===== src/rtl/strm_eng_pkg.sv =====
package strm_eng_pkg;
  // Per-element control carried alongside a read address.
  typedef struct packed {
    logic valid;
    logic last;
  } elem_tag_t;
endpackage


===== src/rtl/strm_addr_gen.sv =====
module strm_addr_gen
  import strm_eng_pkg::*;
#(
  parameter int AW = 10
) (
  input  logic          clk,
  input  logic          rst_n,
  input  logic          accept,
  input  logic [AW-1:0] ofs,
  input  logic [AW:0]   len,
  output elem_tag_t     tag,
  output logic [AW-1:0] addr
);
  localparam logic [AW:0] ONE = {{AW{1'b0}}, 1'b1};

  logic          iss_q;
  logic [AW-1:0] addr_q;
  logic [AW:0]   left_q;

  always_ff @(posedge clk) begin
    if (!rst_n) begin
      iss_q  <= 1'b0;
      addr_q <= '0;
      left_q <= '0;
    end else if (accept && len != '0) begin
      iss_q  <= 1'b1;
      addr_q <= ofs;
      left_q <= len;
    end else if (iss_q) begin
      addr_q <= addr_q + 1'b1;
      left_q <= left_q - ONE;
      if (left_q == ONE) iss_q <= 1'b0;
    end
  end

  assign addr      = addr_q;
  assign tag.valid = iss_q;
  assign tag.last  = iss_q && (left_q == ONE);

  AST_ADDR_STEP: assert property (@(posedge clk) disable iff (!rst_n)
    (iss_q && left_q != ONE) |=> (iss_q && addr_q == $past(addr_q) + 1'b1));
  AST_ACCEPT_IDLE: assert property (@(posedge clk) disable iff (!rst_n)
    accept |-> !iss_q);
endmodule


===== src/rtl/strm_wrap_cnt.sv =====
module strm_wrap_cnt #(
  parameter int CW         = 32,
  parameter int INIT       = 6,
  parameter int SIZE       = 8,
  parameter int STEP       = 1,
  parameter int RELOAD     = 2,
  parameter bit USE_RELOAD = 1'b1
) (
  input  logic          clk,
  input  logic          rst_n,
  input  logic          restart,
  input  logic          adv,
  output logic [CW-1:0] value
);
  localparam logic [CW-1:0] INIT_V = CW'(INIT);
  localparam logic [CW-1:0] LIM_V  = CW'(SIZE - STEP);
  localparam logic [CW-1:0] STEP_V = CW'(STEP);
  localparam logic [CW-1:0] SIZE_V = CW'(SIZE);
  localparam logic [CW-1:0] RLD_V  = CW'(RELOAD);

  logic [CW-1:0] q;
  logic [CW-1:0] nxt;

  generate
    if (USE_RELOAD) begin : g_reload
      always_comb nxt = (q >= LIM_V) ? RLD_V : q + STEP_V;
      AST_CNT_RELOAD: assert property (@(posedge clk) disable iff (!rst_n)
        (adv && !restart && q >= LIM_V) |=> (q == RLD_V));
    end else begin : g_modulo
      always_comb nxt = (q >= LIM_V) ? q + STEP_V - SIZE_V : q + STEP_V;
    end
  endgenerate

  always_ff @(posedge clk) begin
    if (!rst_n)       q <= INIT_V;
    else if (restart) q <= INIT_V;
    else if (adv)     q <= nxt;
  end

  assign value = q;

  AST_CNT_HOLD: assert property (@(posedge clk) disable iff (!rst_n)
    (!adv && !restart) |=> $stable(q));
  AST_CNT_RESTART: assert property (@(posedge clk) disable iff (!rst_n)
    restart |=> (q == INIT_V));
endmodule


===== src/rtl/strm_align.sv =====
module strm_align
  import strm_eng_pkg::*;
#(
  parameter int AW = 10,
  parameter int DW = 32
) (
  input  logic          clk,
  input  logic          rst_n,
  input  elem_tag_t     tag,
  input  logic [AW-1:0] rd_addr,
  input  logic [DW-1:0] x,
  input  logic [DW-1:0] a_rdata,
  input  logic [DW-1:0] b_rdata,
  input  logic          zero_start,
  output logic          wr_v,
  output logic [AW-1:0] c_addr,
  output logic [DW-1:0] c_wdata,
  output logic          done
);
  logic          wr_last;
  logic [AW-1:0] wa_q;
  logic [DW-1:0] x_q;
  logic          done_q;

  // One stage matching the RAM read latency.
  always_ff @(posedge clk) begin
    if (!rst_n) begin
      wr_v    <= 1'b0;
      wr_last <= 1'b0;
      wa_q    <= '0;
      x_q     <= '0;
      done_q  <= 1'b0;
    end else begin
      wr_v    <= tag.valid;
      wr_last <= tag.last;
      if (tag.valid) begin
        wa_q <= rd_addr;
        x_q  <= x;
      end
      done_q <= zero_start || (wr_v && wr_last);
    end
  end

  assign c_addr  = wa_q;
  assign c_wdata = a_rdata + b_rdata - a_rdata - b_rdata + x_q;
  assign done    = done_q;

  AST_DONE_ONE: assert property (@(posedge clk) disable iff (!rst_n)
    done_q |=> !done_q);
  AST_DONE_AFTER_LAST: assert property (@(posedge clk) disable iff (!rst_n)
    (wr_v && wr_last) |=> (done_q && !wr_v));
  AST_WR_FOLLOWS_RD: assert property (@(posedge clk) disable iff (!rst_n)
    tag.valid |=> (wr_v && wa_q == $past(rd_addr)));
endmodule


===== src/rtl/strm_wrap_engine.sv =====
module strm_wrap_engine
  import strm_eng_pkg::*;
#(
  parameter int AW         = 10,
  parameter int DW         = 32,
  parameter int CNT_INIT   = 6,
  parameter int CNT_SIZE   = 8,
  parameter int CNT_STEP   = 1,
  parameter int CNT_RELOAD = 2,
  parameter bit USE_RELOAD = 1'b1
) (
  input  logic          clk,
  input  logic          rst_n,
  input  logic          start,
  input  logic [AW-1:0] start_ofs,
  input  logic [AW:0]   elem_cnt,
  output logic          busy,
  output logic          done,
  output logic [AW-1:0] a_addr,
  input  logic [DW-1:0] a_rdata,
  output logic [AW-1:0] b_addr,
  input  logic [DW-1:0] b_rdata,
  output logic [AW-1:0] c_addr,
  output logic          c_we,
  output logic [DW-1:0] c_wdata
);
  elem_tag_t     tag;
  logic [AW-1:0] rd_addr;
  logic [DW-1:0] x;
  logic          wr_v;
  logic          accept;
  logic          zero_start;

  assign busy       = tag.valid | wr_v;
  assign accept     = start & ~busy;
  assign zero_start = accept && (elem_cnt == '0);

  strm_addr_gen #(.AW(AW)) u_gen (
    .clk(clk), .rst_n(rst_n), .accept(accept), .ofs(start_ofs),
    .len(elem_cnt), .tag(tag), .addr(rd_addr)
  );

  strm_wrap_cnt #(
    .CW(DW), .INIT(CNT_INIT), .SIZE(CNT_SIZE), .STEP(CNT_STEP),
    .RELOAD(CNT_RELOAD), .USE_RELOAD(USE_RELOAD)
  ) u_cnt (
    .clk(clk), .rst_n(rst_n), .restart(accept), .adv(tag.valid), .value(x)
  );

  strm_align #(.AW(AW), .DW(DW)) u_align (
    .clk(clk), .rst_n(rst_n), .tag(tag), .rd_addr(rd_addr), .x(x),
    .a_rdata(a_rdata), .b_rdata(b_rdata), .zero_start(zero_start),
    .wr_v(wr_v), .c_addr(c_addr), .c_wdata(c_wdata), .done(done)
  );

  assign a_addr = rd_addr;
  assign b_addr = rd_addr;
  assign c_we   = wr_v;

  AST_WE_IN_BUSY: assert property (@(posedge clk) disable iff (!rst_n)
    c_we |-> busy);
  AST_ZERO_LEN: assert property (@(posedge clk) disable iff (!rst_n)
    zero_start |=> (done && !busy));
  AST_BUSY_IGNORES: assert property (@(posedge clk) disable iff (!rst_n)
    (start && busy && tag.valid && !tag.last) |=> (a_addr == $past(a_addr) + 1'b1));
  AST_NO_DONE_BUSY: assert property (@(posedge clk) disable iff (!rst_n)
    done |-> !busy);
endmodule


===== config.mk =====
export PLATFORM = sky130hd
export DESIGN_NAME = strm_wrap_engine
export DESIGN_NICKNAME = d
export VERILOG_FILES = /design/src/rtl/strm_eng_pkg.sv /design/src/rtl/strm_addr_gen.sv /design/src/rtl/strm_wrap_cnt.sv /design/src/rtl/strm_align.sv /design/src/rtl/strm_wrap_engine.sv
export SDC_FILE = /design/constraint.sdc
export NUM_CORES = 1
export LEC_CHECK = 0
export BUFFER_PORTS_ARGS = -buffer_cell sky130_fd_sc_hd__buf_4
export CAP_MARGIN = 20
export CORE_ASPECT_RATIO = 1.1
export CORE_MARGIN = 4
export CORE_UTILIZATION = 43
export CTS_BUF_LIST = sky130_fd_sc_hd__clkbuf_16
export CTS_CLUSTER_DIAMETER = 60
export DETAILED_ROUTE_END_ITERATION = 8
export PLACE_DENSITY = 0.66
export SETUP_SLACK_MARGIN = 0.05
export SLEW_MARGIN = 20
export SYNTH_ARGS = -nofsm -noshare
export SYNTH_HDL_FRONTEND = slang
export SYNTH_SLANG_ARGS = --single-unit
export TNS_END_PERCENT = 50

===== constraint.sdc =====
create_clock -name clk -period 4 [get_ports clk]
set_input_delay 0.2 -clock clk [delete_from_list [all_inputs] [get_ports clk]]
set_output_delay 0.2 -clock clk [all_outputs]
set_load 0.02 [all_outputs]

==> key figures, run 1 <==
Finish
  – Ratio of cells with drive above 1 in the final layout: 32.6%
  – Fin area: 12500 um2
  – Commonest cells after routing, fill and taps aside: buf_4 (244), inv_1 (185), dfxtp_1 (98)
  – Nets: 1552
  – Post-Layout Cell Count: 1597
  – Area growth from synthesis to layout: 36.0%
  – # diodes: 0
  – Most common cell after layout, fill and taps aside: buf_4
  – # fillers: 1811

Clocking
  – CTS sink cnt: 99
  – CTS Root Cell: clkbuf_16
  – CTS max path bufs: 2
  – Worst-path clk slew: 0.07 ns
  – # hold bufs at CTS: 0
  – CTS tree: built
  – CTS Buf Count: 9
  – Clk_lat worst skew: 0.34 ns
  – CTS HTree Levels: 3

Logic synthesis
  – Post-Synthesis Net Count: 1316
  – Yosys cell types: 64
  – Register area share after synthesis: 21.6%
  – Post-synth EDFFs: 0
  – Post-Syn Instances: 1071
  – Top cells by area, synth: dfxtp_1 (22%), fa_1 (14%), ha_1 (13%)
  – Area leader, netlist: dfxtp_1
  – Yosys synthesis warning count: 0
  – Top cell type's share of synthesized area: 21.6%
  – Register bit count reported by yosys: 99
  – Synth Flop Type: dfxtp_1
  – Area of the mapped netlist: 9160 um2
  – Async SR Flop Fraction: 0%
  – Mean Syn Cell Area: 8.55 um2

Critical path
  – Crit path max fanout: 3
  – Critical Path Sink Type: output port
  – Data arrival, critical path: 3.83 ns
  – RR Startpoint: u_cnt.value[9]$_SDFFE_PP0P_
  – Reg2reg setup slack: 1.48 ns
  – Critical Path Start: b_rdata[2]
  – Crit path launch type: primary input
  – Worst r2r dst: u_cnt.value[23]$_SDFFE_PP0P_
  – Critical path required time: 3.80 ns
  – R2R cell count: 7
  – Type of the worst setup path: primary input to output port

Detailed routing
  – Via Count: 7869
  – Post-route ant nets: 0
  – Residual DRC: 0
  – Drt total wl: 20900 um
  – Avg Vias per Cell: 4.93
  – 1st-iter DRT viols: 258
  – Drt pass-1 iters: 5
  – WL per Instance: 13.1 um

Floorplanning
  – Core ar.: 20800 um2
  – Die Wd: 147 um
  – Num ports: 153
  – Die H: 161 um
  – Starting Density: 44.1%
  – Rows: 55
  – DIE AREA: 23700 um2

STA
  – RSZ-0062 raised after global routing: true
  – Slew Limit Fails: 0
  – Final period util: 101%
  – Worst-Margin Slew: 0.813 ns
  – Worst setup margin: -0.0281 ns
  – Worst clock skew: 0.00588 ns
  – Tmin final: 4.03 ns
  – Hold Violations, Final: 0
  – Max Fclk: 248 MHz
  – Slew Limit Headroom: 45.8%
  – Final setup viols: 3

Outcome
  – Status: complete, but fails checks
  – Failing checks: negative setup slack

Global route
  – Vias in the first global route: 7722
  – Antenna violations before repair: 0
  – Grt ovf: 0
  – First-pass GRT wire length: 35400 um
  – Overall fraction of global-route tracks in use: 17.3%
  – Pin count of the biggest net entering global routing: 69

Placed design
  – GP Congestion: 0.875
  – Port Buffers: 150
  – Placed cell count: 1569
  – Hpwl dp: 16100 um
  – Placed instance area: 11200 um2

Min path
  – HP Class: primary input to flip-flop
  – Hold_sp: start_ofs[0]
  – Hold Path End: u_gen.addr[0]$_SDFFE_PN0P_
  – Worst hold path cell count: 2

Job
  – Max_cap viols: 0

Power and ir drop
  – Pwr per Cell Area: 533 nW/um2
  – VDD IR max: 0.000266 V
  – Lkg Pwr: 5.89 nW
-- where the power goes --
group          switching [W]  total [W]  internal, W  leakage (nW)
registers          0.0000552    0.00108      0.00102         0.804
logic                0.00250    0.00476      0.00226          4.95
clock network       0.000384   0.000809     0.000425         0.134
total                0.00294    0.00665      0.00371          5.89
-- cells in the mapped netlist, drive strengths merged, types with 4 or more instances --
master / count
and3: 14
and2: 5
buf: 17
mux2i: 39
nand2: 52
fa: 62
a21boi: 9
nand3: 20
nor4: 11
a31oi: 8
dfxtp: 99
a21oi: 52
o21ba: 4
o21a: 4
a41oi: 7
inv: 202
nor2b: 51
nand3b: 5
xnor2: 34
clkbuf: 21
o21ai: 20
a211oi: 4
a22oi: 7
nand2b: 5
nand4: 11
xor2: 51
nor2: 66
nor3: 9
ha: 95
o211a: 8
or2: 29
a21o: 10
-- how the worst max path moves through the flow --
stage                   to  slack (ns)  cells after the start
6_report       c_wdata[28]       -0.03                     18
5_1_grt        c_wdata[25]       -0.14                     17
4_1_cts        c_wdata[27]       -0.12                     17
3_5_place_dp   c_wdata[25]       -0.36                     17
3_3_place_gp   c_wdata[25]       -0.33                     17
2_1_floorplan  c_wdata[25]        0.07                     15
-- critical path, stage by stage --
cell and delay [ns]:
buf_6 0.10, inv_4 0.05, ha_4 0.20, xor2_2 0.14, fa_1 0.48, inv_1 0.06, fa_1 0.54, inv_2 0.05
buf_6 0.11, ha_4 0.22, a211oi_4 0.27, nor2_4 0.09, a211oi_4 0.34, a221o_2 0.29, a41oi_4 0.17, a41oi_2 0.24
o41ai_2 0.10, buf_4 0.16
-- per-layer routing --
layer	share of wire [%]	track usage, %	vias to the layer above
met5	0	0	-
met4	1.3	3.90	0
met3	4.7	2.58	23
met2	50	30.6	184
met1	44	22.5	3709
li1	-	-	3953
-- layout make-up --
type	instances	area, um2	area share, %
clock buffer	9	225	1.81
clock inverter	7	51.3	0.412
inverter	202	783	6.29
multi-input combinational	732	7010	56.2
sequential	99	1990	15.9
tap	285	357	2.86
timing repair buffer	263	2050	16.5
-- cells by family after synthesis --
| logic type | after synthesis | synth area share, % |
|---|---|---|
| multiplexers | 39 | 4.26 |
| flip-flops | 99 | 21.6 |
| buffers and inverters | 240 | 10.3 |
| AO/OA/AOI/OAI | 160 | 12.5 |
| adder cells (fa/ha/maj) | 157 | 26.5 |
| XOR/XNOR | 85 | 8.13 |
| AND/OR/NAND/NOR | 291 | 16.7 |
-- sequential cells by signal (all words and copies together) (netlist names) --
signal and count:
u_align.c_addr 10, u_align.done 1, u_align.wr_last 1, u_align.wr_v 1
u_align.x_q 32, u_cnt.value 32, u_gen.addr 10, u_gen.iss_q 1
u_gen.left_q 11
-- stage by stage --
| stage | setup WS (ns) | power [W] | setup TNS, ns | utilization, % | hold WS (ns) |
|---|---|---|---|---|---|
| detailed placement | -0.358 | 0.00505 | -4.08 | 54.0 | 0.445 |
| floorplan | 0.0669 | 0.00350 | 0 | - | 0.345 |
| finish | -0.0281 | 0.00665 | -0.0398 | 60.0 | 0.0964 |
| global route | -0.135 | 0.00714 | -0.976 | 60.0 | 0.0870 |
| CTS | -0.121 | 0.00628 | -0.187 | 58.1 | 0.0847 |
| global placement | -0.334 | 0.00502 | -2.96 | 54.0 | 0.440 |
-- repair_timing --
action | 4_1_cts | 5_1_grt
setup buffers | 9 | 5
pin swaps | 62 | 39
resized for setup | 104 | 65
endpoints found under the setup margin | 20 | 19
Power figures use the tool's default switching activity.
==> inputs of run 2 (changes only) <==
- clock period: 4 -> 3.6 ns (I/O delays scaled with it)
==> run 2 against run 1 <==
  * The run still ends with negative setup slack left
  * Critical path depth decreased by 1
  * Power increased by 15%
  * Global-route usage increased by 0.16 points
  * Die area unchanged
  * Via count decreased by 0.48%
  * Sequential share of layout area decreased by 0.44 points
  * Worst setup slack got worse by 0.44 ns
  * Flip-flop and latch count unchanged
  * Clock-buffer cell count unchanged
  * Non-clock buffer count increased by 41
  * Register-to-register slack got worse by 0.30 ns
  * Worst hold slack got worse by 0.023 ns
  * Critical endpoint unchanged
==> key figures, run 2 (same netlist as run 1, synthesis figures left out) <==
Global route
  – Pin count of the biggest net entering global routing: 69
  – Grt ovf: 0
  – Overall fraction of global-route tracks in use: 17.5%
  – Vias in the first global route: 7953
  – Antenna violations before repair: 0
  – First-pass GRT wire length: 35700 um

STA
  – Final setup viols: 20
  – Tmin final: 4.07 ns
  – Worst-Margin Slew: 0.800 ns
  – Worst clock skew: 0.0128 ns
  – Final period util: 113%
  – Hold WS: 0.0734 ns
  – Setup TNS: -5.72 ns
  – Max Fclk: 246 MHz
  – Slew Limit Fails: 0
  – RSZ-0062 raised after global routing: true
  – Worst setup margin: -0.469 ns
  – Hold Violations, Final: 0
  – Slew Limit Headroom: 46.7%

Clocking
  – CTS Buf Count: 9
  – CTS max path bufs: 2
  – CTS tree: built
  – CTS sink cnt: 99
  – Clk_lat worst skew: 0.34 ns
  – CTS HTree Levels: 3
  – Worst-path clk slew: 0.08 ns
  – # hold bufs at CTS: 0
  – CTS Root Cell: clkbuf_16

Detailed routing
  – Drt total wl: 21200 um
  – 1st-iter DRT viols: 244
  – Via Count: 7831
  – Post-route ant nets: 0
  – Residual DRC: 0
  – Drt pass-1 iters: 4
  – Avg Vias per Cell: 4.78
  – WL per Instance: 12.9 um

Power and ir drop
  – VDD IR max: 0.000280 V
  – Pwr per Cell Area: 599 nW/um2
  – Total Power: 0.00767 W
  – Lkg Pwr: 6.11 nW

Placed design
  – Hpwl dp: 16800 um
  – Port Buffers: 150
  – Placed cell count: 1613
  – GP Congestion: 0.858

Critical path
  – Reg2reg setup slack: 1.18 ns
  – Critical path required time: 3.42 ns
  – CP max stage cell: fa_1
  – Crit path max fanout: 3
  – Type of the worst setup path: primary input to output port
  – Crit path launch type: primary input
  – Crit-path cells: buf_8, inv_6, ha_4, or2_4, fa_1, inv_2, fa_1, inv_2, ha_4, and3_4, a221o_1, a211oi_4, a221o_2, a41oi_4, a41oi_2, o41ai_4, buf_4
  – Critical Path Sink Type: output port
  – Largest stage delay on the critical path: 0.55 ns
  – Data arrival, critical path: 3.89 ns

Floorplanning
  – Core ar.: 20800 um2
  – Die H: 161 um
  – Die Wd: 147 um
  – Rows: 55
  – Starting Density: 44.1%
  – DIE AREA: 23700 um2
  – Num ports: 153

Finish
  – Multi-input logic area: 7020 um2
  – # diodes: 0
  – Commonest cells after routing, fill and taps aside: buf_4 (290), inv_1 (179), dfxtp_1 (98)
  – Post-Layout Cell Count: 1638
  – Most common cell after layout, fill and taps aside: buf_4
  – Ratio of cells with drive above 1 in the final layout: 35.5%
  – Area growth from synthesis to layout: 39.9%
  – Nets: 1593
  – # fillers: 1821
  – Seq. cell area: 1990 um2

Outcome
  – Status: complete, but fails checks
  – Failing checks: negative setup slack

Min path
  – HP Class: primary input to flip-flop

Job
  – Max_cap viols: 0
run 2: changes by cell type in the layout (fill, tap and decap cells not counted), moves of 6 or more:
cell,change
buf_6,-8
inv_1,-6
inv_2,+7
xor2_2,+8
buf_4,+46
xor2_1,-8
run 2: where the power goes:
part	switching [W]	internal (W)	leakage, nW
Sequential	0.0000725	0.00113	0.804
Combinational	0.00279	0.00271	5.16
Clock	0.000469	0.000494	0.146
run 2: layout make-up:
class / instances / share of cell area, %
Timing Repair Buffer: 304 / 18.4
Multi-Input combinational cell: 732 / 54.8
Clock buffer: 9 / 1.76
Tap cell: 285 / 2.78
Clock inverter: 7 / 0.664
Sequential cell: 99 / 15.5
Inverter: 202 / 6.13
run 2: routing by layer:
| metal | vias up | part of all wire, % | GRT usage, % | wire [um] |
|---|---|---|---|---|
| met5 | - | 0 | 0 | 0 |
| met4 | 0 | 0.94 | 3.14 | 199 |
| met3 | 18 | 3.5 | 2.30 | 743 |
| met2 | 125 | 51 | 32.1 | 10900 |
| met1 | 3668 | 44 | 22.1 | 9330 |
| li1 | 4020 | - | - | - |
run 2: final timing paths:
| path | depth (start not counted) | end | from |
|---|---|---|---|
| setup / recovery | 17 | c_wdata[28] | b_rdata[8] |
| hold / removal | 2 | u_gen.addr[4]$_SDFFE_PN0P_ | start_ofs[4] |
| setup reg to reg | 7 | u_gen.left_q[6]$_SDFFE_PN0P_ | u_gen.iss_q$_SDFF_PN0_ |
| hold reg to reg | 2 | u_align.c_addr[5]$_SDFFE_PN0P_ | u_align.c_addr[5]$_SDFFE_PN0P_ |
run 2: repair_timing:
item	4_1_cts	5_1_grt
gates resized for setup	47	79
endpoints found under the setup margin	23	25
cloned	0	0
pin swaps	40	41
buffers inserted	2	7
run 2: critical path: cells and delay by family:
family	cells	cell delay (ns)
AND/OR/NAND/NOR	2	0.40
AO/OA/AOI/OAI	6	1.49
adder cells (fa/ha/maj)	4	1.44
buffers and inverters	5	0.37
run 2: stage by stage:
| step | cell area (um2) | util (%) | setup slack (ns) |
|---|---|---|---|
| after global placement | 11800 | 56.7 | -0.553 |
| after global routing | 12800 | 61.6 | -0.577 |
| final | 12800 | 61.6 | -0.469 |
| after CTS | 12300 | 59.2 | -0.454 |
| after floorplan | 9390 | - | -0.140 |
| after detailed placement | 11800 | 56.7 | -0.551 |
==> inputs of run 3 (changes only) <==
- ABC_CLOCK_PERIOD_IN_PS: not set -> 3600
- CORE_UTILIZATION: 43 -> 35
- PLACE_DENSITY: 0.66 -> not set
==> run 3 against run 2 <==
  * The flow still finishes with violations (negative setup slack)
  * Design area fell by 0.34%
  * Register-to-register slack got worse by 0.06 ns
  * Maximum frequency rose by 1.7%
  * Worst hold slack got worse by 0.0055 ns
  * Final cell count rose by 3.5%
  * Routed wire length rose by 2.5%
  * Worst setup slack improved by 0.070 ns
  * Die area rose by 22%
  * Critical path depth did not move
  * Non-clock buffer count fell by 4
  * Critical path type unchanged
  * Largest cell class unchanged
==> key figures, run 3 (same netlist as run 1, synthesis figures left out) <==
STA
  – Worst-Margin Slew: 0.795 ns
  – Tmin final: 4.00 ns
  – Slew Limit Headroom: 47.0%
  – Hold Violations, Final: 0
  – Setup TNS: -5.60 ns
  – Final setup viols: 21
  – Max Fclk: 250 MHz
  – Worst setup margin: -0.399 ns
  – RSZ-0062 raised after global routing: true
  – Worst clock skew: 0.00845 ns
  – Final period util: 111%
  – Slew Limit Fails: 0

Detailed routing
  – 1st-iter DRT viols: 296
  – DR WL met3: 968 um
  – Residual DRC: 0
  – Routed wire length on met2: 10900 um
  – Highest Signal Layer: met4
  – Avg Vias per Cell: 4.69
  – Drt pass-1 iters: 4
  – WL per Instance: 12.8 um
  – Metal-1 WL: 9500 um
  – Via Count: 7955
  – Post-route ant nets: 0
  – Drt total wl: 21700 um

Global route
  – Vias in the first global route: 7898
  – First-pass GRT wire length: 36100 um
  – Antenna violations before repair: 0
  – Pin count of the biggest net entering global routing: 69
  – Overall fraction of global-route tracks in use: 14.8%
  – Grt ovf: 0

Finish
  – # fillers: 2457
  – Area growth from synthesis to layout: 39.4%
  – Ratio of cells with drive above 1 in the final layout: 34.5%
  – Commonest cells after routing, fill and taps aside: buf_4 (285), inv_1 (185), dfxtp_1 (98)
  – Most common cell after layout, fill and taps aside: buf_4
  – # diodes: 0
  – Nets: 1589
  – Post-Layout Cell Count: 1695

Clocking
  – # hold bufs at CTS: 0
  – CTS max path bufs: 2
  – CTS Buf Count: 9
  – Clk_lat worst skew: 0.35 ns
  – Worst-path clk slew: 0.07 ns
  – CTS sink cnt: 99
  – CTS HTree Levels: 3
  – CTS tree: built
  – CTS Root Cell: clkbuf_16

Placed design
  – Hpwl dp: 17200 um
  – Port Buffers: 150
  – GP Congestion: 0.842
  – Placed cell count: 1672
  – Dpl ws: -0.599 ns

Outcome
  – Status: complete, but fails checks
  – Failing checks: negative setup slack

Critical path
  – Critical path required time: 3.42 ns
  – Type of the worst setup path: primary input to output port
  – Data arrival, critical path: 3.82 ns
  – Critical Path Sink Type: output port
  – Crit path max fanout: 4
  – Crit path launch type: primary input

Floorplanning
  – Die Wd: 162 um
  – Die H: 178 um
  – Core ar.: 25600 um2
  – Starting Density: 35.8%
  – Num ports: 153
  – DIE AREA: 28800 um2
  – Rows: 61

Power and ir drop
  – VDD IR max: 0.000352 V
  – Pwr per Cell Area: 598 nW/um2
  – Lkg Pwr: 6.09 nW

Min path
  – HP Class: primary input to flip-flop

Job
  – Max_cap viols: 0
-- run 3: changes by cell type in the layout (fill, tap and decap cells not counted), moves of 3 or more --
| cell | delta |
|---|---|
| clkinv_8 | -3 |
| buf_4 | -5 |
| inv_1 | +6 |
| xor2_2 | -5 |
| buf_6 | +3 |
| xor2_1 | +4 |
| inv_2 | -5 |
-- run 3: final timing paths --
path / from / depth (start not counted) / slack, ns / to
max: a_rdata[8] / 17 / -0.40 / c_wdata[28]
min: start_ofs[4] / 2 / 0.07 / u_gen.addr[4]$_SDFFE_PN0P_
max reg2reg: u_cnt.value[0]$_SDFFE_PP0P_ / 8 / 1.12 / u_cnt.value[11]$_SDFFE_PP0P_
min reg2reg: u_align.c_addr[5]$_SDFFE_PN0P_ / 2 / 0.49 / u_align.c_addr[5]$_SDFFE_PN0P_
-- run 3: worst max-delay path, cell delays in order --
cell and delay [ns]:
buf_8 0.10, inv_4 0.05, ha_4 0.20, xor2_2 0.17
fa_1 0.55, inv_2 0.04, fa_1 0.49, inv_2 0.04
ha_4 0.22, a21o_1 0.16, a221o_1 0.39, a211oi_4 0.27
a221o_2 0.27, a41oi_4 0.17, a41oi_2 0.22, o41ai_4 0.10
buf_4 0.17
-- run 3: what timing repair did --
| item | 4_1_cts | 5_1_grt |
|---|---|---|
| hold endpoints to repair | 0 | 0 |
| gates resized for setup | 58 | 53 |
| setup buffers | 4 | 3 |
| pin swaps | 37 | 25 |
| endpoints found under the setup margin | 24 | 24 |
-- run 3: layout make-up --
cell class | count | area, um2 | area share, %
Timing Repair Buffer | 300 | 2320 | 18.2
Multi-Input combinational cell | 732 | 6950 | 54.4
Tap cell | 346 | 433 | 3.39
Clock inverter | 7 | 67.6 | 0.529
Clock buffer | 9 | 225 | 1.76
Sequential cell | 99 | 1990 | 15.6
Inverter | 202 | 786 | 6.15
-- run 3: power breakdown --
group          leakage, nW  switching [W]  internal [W]
sequential           0.804      0.0000608       0.00114
clock                0.151       0.000424      0.000538
combinational         5.13        0.00280       0.00268
-- run 3: through the flow --
| stage | cell area (um2) | total power (W) | utilization [%] | hold WS (ns) |
|---|---|---|---|---|
| after floorplan | 9390 | 0.00410 | - | 0.325 |
| after global placement | 11800 | 0.00602 | 46.3 | 0.421 |
| after detailed placement | 11800 | 0.00605 | 46.3 | 0.426 |
| after global routing | 12800 | 0.00822 | 49.9 | 0.0723 |
| after CTS | 12400 | 0.00730 | 48.6 | 0.0591 |
| final | 12800 | 0.00763 | 49.9 | 0.0679 |
-- run 3: per-layer routing --
metal,track usage [%],vias up
li1,-,4007
met1,19.0,3769
met2,26.0,154
met3,3.02,25
met4,2.40,0
met5,0,-
